$ cat src/rtl/tmr_pkg.sv
package tmr_pkg;

    // Byte offsets of the register file
    typedef enum logic [7:0] {
        REG_CMP   = 8'h00,
        REG_CNT   = 8'h10,
        REG_EVT   = 8'h14,
        REG_IEN   = 8'h1C,
        REG_CTL   = 8'h20,
        REG_BUSY  = 8'h24
    } reg_off_e;

    localparam int CTL_RUN_BIT  = 0;
    localparam int CTL_SNAP_BIT = 1;
    localparam int EVT_BITS     = 4;

    // Busy flags of the posted operations
    typedef struct packed {
        logic snap;
        logic cnt_wr;
        logic cmp_wr;
    } busy_t;

    // Place the busy flags at their access-status bit positions (5, 4, 0)
    function automatic logic [7:0] busy_pack(busy_t b);
        return {2'b00, b.snap, b.cnt_wr, 3'b000, b.cmp_wr};
    endfunction

endpackage

$ cat src/rtl/tmr_posted.sv
// Tracks one posted operation: completes LAT tick-enabled edges after request.
module tmr_posted #(
    parameter int LAT = 3
) (
    input  logic clk,
    input  logic rst,
    input  logic tick,
    input  logic req,
    output logic busy,
    output logic done
);
    localparam int CW = $clog2(LAT + 1);

    logic [CW-1:0] left_q;

    assign busy = (left_q != '0);
    assign done = tick && !req && (left_q == CW'(1));

    always_ff @(posedge clk) begin
        if (rst) begin
            left_q <= '0;
        end else if (req) begin
            left_q <= CW'(LAT);
        end else if (tick && busy) begin
            left_q <= left_q - CW'(1);
        end
    end
endmodule

$ cat src/rtl/tmr_counter.sv
// Free-running counter with reload and equality compare.
module tmr_counter #(
    parameter int W = 32
) (
    input  logic         clk,
    input  logic         rst,
    input  logic         tick,
    input  logic         run,
    input  logic         load,
    input  logic [W-1:0] load_val,
    input  logic [W-1:0] cmp_val,
    output logic [W-1:0] count,
    output logic         hit
);
    assign hit = run && (count == cmp_val);

    always_ff @(posedge clk) begin
        if (rst) begin
            count <= '0;
        end else if (load) begin
            count <= load_val;
        end else if (tick && run) begin
            count <= count + W'(1);
        end
    end
endmodule

$ cat src/rtl/match_timer.sv
module match_timer
    import tmr_pkg::*;
#(
    parameter int CNT_W    = 32,
    parameter int POST_LAT = 3
) (
    input  logic             clk,
    input  logic             rst,
    input  logic             tick_en,
    input  logic [7:0]       bus_addr,
    input  logic             bus_we,
    input  logic [31:0]      bus_wdata,
    output logic [31:0]      bus_rdata,
    output logic             irq
);
    localparam int DW = 32;
    localparam int NOPS = 3;

    // Write decode
    logic wr_cmp, wr_cnt, wr_evt, wr_ien, wr_ctl;
    assign wr_cmp = bus_we && (bus_addr == REG_CMP);
    assign wr_cnt = bus_we && (bus_addr == REG_CNT);
    assign wr_evt = bus_we && (bus_addr == REG_EVT);
    assign wr_ien = bus_we && (bus_addr == REG_IEN);
    assign wr_ctl = bus_we && (bus_addr == REG_CTL);

    // Posted operations: index 0 compare write, 1 counter write, 2 snapshot
    logic [NOPS-1:0] op_req, op_busy, op_done;
    assign op_req[0] = wr_cmp;
    assign op_req[1] = wr_cnt;
    assign op_req[2] = wr_ctl && bus_wdata[CTL_SNAP_BIT];

    for (genvar g = 0; g < NOPS; g++) begin : g_post
        tmr_posted #(.LAT(POST_LAT)) u_post (
            .clk  (clk),
            .rst  (rst),
            .tick (tick_en),
            .req  (op_req[g]),
            .busy (op_busy[g]),
            .done (op_done[g])
        );
    end

    logic mw_busy, cw_busy;
    assign mw_busy = op_busy[0];
    assign cw_busy = op_busy[1];

    busy_t busy_v;
    assign busy_v = '{snap: op_busy[2], cnt_wr: op_busy[1], cmp_wr: op_busy[0]};

    // Architectural state
    logic [CNT_W-1:0]    cmp_q, cmp_shadow, cnt_shadow, snap_q;
    logic                stat_q, run_q;
    logic [EVT_BITS-1:0] ien_q;
    logic [CNT_W-1:0]    count;
    logic                hit;

    tmr_counter #(.W(CNT_W)) u_cnt (
        .clk      (clk),
        .rst      (rst),
        .tick     (tick_en),
        .run      (run_q),
        .load     (op_done[1]),
        .load_val (cnt_shadow),
        .cmp_val  (cmp_q),
        .count    (count),
        .hit      (hit)
    );

    always_ff @(posedge clk) begin
        if (rst) begin
            cmp_q      <= '1;
            cmp_shadow <= '1;
            cnt_shadow <= '0;
            snap_q     <= '0;
            stat_q     <= 1'b0;
            run_q      <= 1'b0;
            ien_q      <= '0;
        end else begin
            if (wr_cmp)     cmp_shadow <= bus_wdata[CNT_W-1:0];
            if (op_done[0]) cmp_q      <= cmp_shadow;
            if (wr_cnt)     cnt_shadow <= bus_wdata[CNT_W-1:0];
            if (op_done[2]) snap_q     <= count;
            if (wr_ctl)     run_q      <= bus_wdata[CTL_RUN_BIT];
            if (wr_ien)     ien_q      <= bus_wdata[EVT_BITS-1:0];
            if (hit)
                stat_q <= 1'b1;
            else if (wr_evt && bus_wdata[0])
                stat_q <= 1'b0;
        end
    end

    logic [EVT_BITS-1:0] evt_v;
    assign evt_v = {{(EVT_BITS-1){1'b0}}, stat_q};
    assign irq   = |(evt_v & ien_q);

    // Read decode
    always_comb begin
        bus_rdata = '0;
        case (bus_addr)
            REG_CMP:  bus_rdata = DW'(cmp_q);
            REG_CNT:  bus_rdata = DW'(snap_q);
            REG_EVT:  bus_rdata = DW'(evt_v);
            REG_IEN:  bus_rdata = DW'(ien_q);
            REG_CTL:  bus_rdata = DW'(run_q);
            REG_BUSY: bus_rdata = DW'(busy_pack(busy_v));
            default:  bus_rdata = '0;
        endcase
    end
endmodule

$ cat config.mk
export PLATFORM = sky130hd
export DESIGN_NAME = match_timer
export DESIGN_NICKNAME = d
export VERILOG_FILES = /design/src/rtl/tmr_pkg.sv /design/src/rtl/tmr_posted.sv /design/src/rtl/tmr_counter.sv /design/src/rtl/match_timer.sv
export SDC_FILE = /design/constraint.sdc
export NUM_CORES = 1
export LEC_CHECK = 0
export ABC_AREA = 1
export CORE_ASPECT_RATIO = 1.25
export CORE_MARGIN = 2
export CORE_UTILIZATION = 37
export DETAILED_ROUTE_END_ITERATION = 10
export DONT_BUFFER_PORTS = 1
export SYNTH_ARGS = -nofsm -noshare
export SYNTH_HDL_FRONTEND = slang
export SYNTH_SLANG_ARGS = --single-unit
$ cat constraint.sdc
create_clock -name clk -period 3.31 [get_ports clk]
set_input_delay 0.1655 -clock clk [delete_from_list [all_inputs] [get_ports clk]]
set_output_delay 0.1655 -clock clk [all_outputs]
set_load 0.02 [all_outputs]
Word level (Yosys, flattened, before mapping)
Cells that the tools add are included.
Operators by class
  add/sub/neg operators: 4
  eq/ne operators: 9
  mux-type cells: 11
  bitwise gates (word level): 1
  reductions and logical operators: 31
Operators with widths (count)
  one-hot mux 32 bit (6 select lines): 1
  two-way mux 32 bit: 2
  adder 32 x 1 -> 32 bit, second input constant: 1
  equality test 32 bit: 1
  equality test 8 x 5 -> 1 bit, second input constant: 3
  logical AND 1 bit: 18
  equality test 8 x 6 -> 1 bit, second input constant: 2
  nonzero test 2 bit: 8
  two-way mux 2 bit: 6
  logical NOT 8 bit: 1
  equality test 2 x 1 -> 1 bit, second input constant: 3
  subtractor 2 x 1 -> 2 bit, second input constant: 3
  AND 1 x 4 -> 4 bit: 1
  OR reduction 4 bit: 1
  logical NOT 1 bit: 3
  two-way mux 1 bit: 2
Storage, ports and cells
  flip-flop bits (word level): 172
  input bits: 44
  output and inout bits: 33

Depth between registers and ports, before layout
  depth in word-level cells: 6
  mapped depth: 12
  mapped depth without buffers: 11

By module
A second synthesis with hierarchy kept.
Unflattened totals
  cell total of the unflattened synthesis: 1336
  area total of the unflattened synthesis: 8715.9 µm²
By module, submodules not included
  match_timer: instances 1, cells each 822, area each 5654.2 µm², sequential area each 2682.6 µm²
  tmr_counter: instances 1, cells each 454, area each 2663.8 µm², sequential area each 640.6 µm²
  tmr_posted: instances 3, cells each 20, area each 132.6 µm², sequential area each 40.0 µm²

Least setup slack after synthesis
No wires, ideal clock.
  kind: flip-flop to flip-flop
  start: register u_cnt.count[0]
  end: register u_cnt.count[16]
  data arrival time: 1437 ps
  slack: 1816 ps
  stages on the path, launching flop included: 11
  path buffers: 0
  period minus slack after synthesis: 1494 ps
  path through: dfxtp_1 -> ha_1 -> nand2_1 -> nor2_2 -> nand2_2 -> nor2_2 -> xor2_1 -> nand2_1 -> nand3_1 -> nand2_1 -> inv_1
On the way
  cells in the longest elaborated chain, start to end: 3
RTL lines
  from (decl): line tmr_counter.sv:12  | output logic [W-1:0] count,
  from (signal assigned): line tmr_counter.sv:21  | count <= load_val;
  from (signal assigned): line tmr_counter.sv:23  | count <= count + W'(1);
  adder 32 x 1 -> 32 bit: line tmr_counter.sv:23
  two-way mux 32 bit: line tmr_counter.sv:22  | end else if (tick && run) begin
  two-way mux 32 bit: line tmr_counter.sv:20  | end else if (load) begin
Every way passes these cells. The select of a mux whose other input is x is not followed.
A chain may end at the register's enable or synchronous reset.

Final worst setup path
  start: input port bus_addr[1]
  end: output port bus_rdata[21]
On the way
  cells in the longest elaborated chain, start to end: 2
  elaborated cells on any way between the ends: 7
  those cells by class: 5 x eq/ne; 1 x mux; 1 x reduce/logical
RTL lines
  from (decl): line match_timer.sv:10  | input logic [7:0] bus_addr,
  equality test 8 x 6 -> 1 bit, or another cell as far along: line match_timer.sv:100  | case (bus_addr)
  one-hot mux 32 bit (6 select lines) *: line match_timer.sv:100
  to (decl): line match_timer.sv:13  | output logic [31:0] bus_rdata,
Every way passes the cells marked *; elsewhere a longest branch is shown, timed or not.

==> results_dict.tcl <==
set metrics [dict create \
    status "finished clean" \
    synth_area_um2 8387 \
    grt_usage_pct 21.31 \
    clock_latency_ns 0.45 \
    crit_path_start "bus_addr[1]" \
    routedWlPerCell_um 16.22 \
    drt_pass1_iterations 5 \
    post_cts_buffers 0 \
    end_kind "output port" \
    grt_pass1_wl_mm 40.23 \
    synth_nets 1320 \
    fin_setup_tns_ns 0 \
    finClkSkew_ns 0.009239 \
    drive_gt1_share_pct 5.768 \
    worst_pin_slew_ns 0.7563 \
    yosysWarnings 0 \
    drv_cap 0 \
    async_flop_share_pct 0 \
    syn_to_final_growth_pct 13.11 \
    cts_tree "built" \
    slew_headroom_pct 49.05 \
    cp.arrival_ns 1.77 \
    rsz0062_at_grt "no" \
    yosys.area.top_type_share_pct 41.06 \
    fin_nets 1321 \
    synth_cell_types 30 \
    finalSetupViolations 0 \
    r2r-start "u_cnt.count[0]" \
    synth_area_leaders "dfxtp_1, nand2_1, nor2_1" \
    htree_levels 4 \
    drc 0 \
    critPathCapture "bus_rdata[21]" \
    r2r_end "u_cnt.count[14]" \
    ys_ff_latch 172 \
    die_w_um 138.7 \
    hold_viol 0 \
    worstRegToRegCells 10 \
    drv_slew 0 \
    synth-seq-area-share_pct 41.06 \
    clk_pin_slew_worst_paths_ns 0.06 \
    ant_nets 0 \
    dieArea_um2 23890 \
    fin_crit_ns 1.936 \
    cp.required_ns 3.14 \
    max_freq_mhz 516.4 \
    cts-root-buf "clkbuf_16" \
    routabilityCongestion 0.9001 \
    vdd_drop_max_mv 0.3754 \
    regToRegSetupSlack_ns 1.41 \
    ioPinCount 77 \
    yosys.area.top_type "dfxtp_1" \
    drtIter0Drc 748 \
    cts_resized 0 \
    hp-class "input port to flop" \
    synth.most_common_cell "nand2_1" \
    grt_pass1_vias 7426 \
    wl_mm 25.39 \
    synth_edf_count 0 \
    utilization_pct 42.57 \
    synth_common_cells "nand2_1, nor2_1, dfxtp_1, nand3_1, inv_1" \
    antennaDiodeCount 0 \
    avgSynthCellArea_um2 6.609 \
    power_density_nw_per_um2 464.9 \
    grt-ovfl-total 0 \
    cts_buffers 17 \
    coreArea_um2 22290 \
    dp_hpwl_mm 18.19 \
    cts.sinks 172 \
    drt-vias-per-instance 5.119 \
    die_height_um 172.3 \
    cp_max_fo 25 \
    io_buffers 0 \
    syn_inst 1269 \
    hold_ws_ns 0.01603 \
    cts_buffer_depth 2 \
    std_cell_rows 61 \
    vias 8017 \
    p_leak_nw 4.104 \
    initial_core_util_pct 37.63 \
    finalCritPeriodShare_pct 58.50 \
    synth_ff_type "dfxtp_1" \
    grt_max_degree 72 \
    antenna_found_initial 0 \
    critPathKind "input port to output port" \
    startpoint_type "input port" \
]
[critical path, stage by stage]
cell and delay, ns:
inv_1 0.03, nand2_1 0.06, nor2_2 0.20, nand3_2 0.48, o21ai_0 0.82
[layout by cell type, fill, tap and decap left out, types with 6 or more instances in the layout]
| master | Yosys | final |
|---|---|---|
| buf_4 | 4 | 10 |
| nand2_1 | 376 | 376 |
| nand3_1 | 121 | 121 |
| o211ai_1 | 26 | 26 |
| inv_6 | 0 | 6 |
| nand4_1 | 6 | 6 |
| xnor2_1 | 7 | 7 |
| a21oi_1 | 40 | 40 |
| nor2_2 | 11 | 10 |
| clkbuf_16 | 0 | 17 |
| o21ai_0 | 95 | 95 |
| dlygate4sd3_1 | 0 | 34 |
| inv_1 | 108 | 107 |
| nor2_1 | 186 | 186 |
| dfxtp_1 | 172 | 172 |
| xor2_1 | 19 | 19 |
| a22o_1 | 7 | 7 |
| ha_1 | 7 | 7 |
[metal layers]
layer | track usage, % | up-vias | share of wire, %
met5 | 0 | - | 0
met4 | 8.344 | 0 | 2.6
met3 | 3.545 | 39 | 5.4
met2 | 32.82 | 248 | 44
met1 | 29.93 | 3695 | 48
li1 | - | 4035 | -
[logic make-up after synthesis]
group,Yosys count,synth area share [%]
XOR/XNOR,26,2.715
AO/OA/AOI/OAI,169,11.22
flip-flops,172,41.06
adder cells (fa/ha/maj),7,1.044
AND/OR/NAND/NOR,717,35.43
buffers and inverters,178,8.533
[where the power goes]
| part | total [W] | leakage [nW] | internal, W | switching (W) |
|---|---|---|---|---|
| clock network | 0.00197 | 0.276 | 0.00107 | 0.000898 |
| logic | 0.000292 | 2.44 | 0.000106 | 0.000186 |
| registers | 0.00215 | 1.39 | 0.00212 | 0.0000310 |
| total | 0.00441 | 4.10 | 0.00330 | 0.00111 |
[state kept, by name, indices dropped and copies added (netlist names)]
| register | cells |
|---|---|
| cmp_q | 32 |
| cmp_shadow | 32 |
| cnt_shadow | 32 |
| snap_q | 32 |
| u_cnt.count | 32 |
| g_post.u_post.left_q | 6 |
| ien_q | 4 |
| run_q | 1 |
| stat_q | 1 |
[per-stage QoR]
step	cell area (µm²)	std cells	setup slack (ns)	total power, W
final	9487	1566	1.374	0.004411
after global routing	9487	1566	1.229	0.004563
after CTS	9487	1566	1.368	0.004431
after detailed placement	8554	1499	1.320	0.002434
after global placement	8554	1499	1.340	0.002428
after floorplan	8387	1269	1.816	0.002384
[repair_timing]
action,4_1_cts,5_1_grt
endpoints found under the hold margin,97,0
setup endpoints to repair,0,0
hold buffers,35,0
[final cells by class]
| type | count | area [µm²] |
|---|---|---|
| clock buffers | 19 | 442.9 |
| clock inverters | 13 | 128.9 |
| fillers | 2392 | 12800 |
| inverters | 114 | 429.2 |
| multi-input cells | 919 | 4233 |
| flip-flops and latches | 172 | 3443 |
| well taps | 283 | 354.1 |
| repair buffers | 46 | 455.4 |
[worst min-delay path by stage]
stage             startpoint                          to  slack, ns  cells after the start
6_report                 rst               cnt_shadow[0]       0.02                      2
5_1_grt                  rst             u_cnt.count[19]       0.01                      2
4_1_cts                  rst              u_cnt.count[3]     0.0002                      2
3_5_place_dp             rst              u_cnt.count[4]       0.24                      1
3_3_place_gp             rst  g_post[1].u_post.left_q[1]       0.24                      1
2_1_floorplan  bus_wdata[10]              cmp_shadow[10]       0.29                      2
No activity file was read; power rests on OpenSTA's default activity.
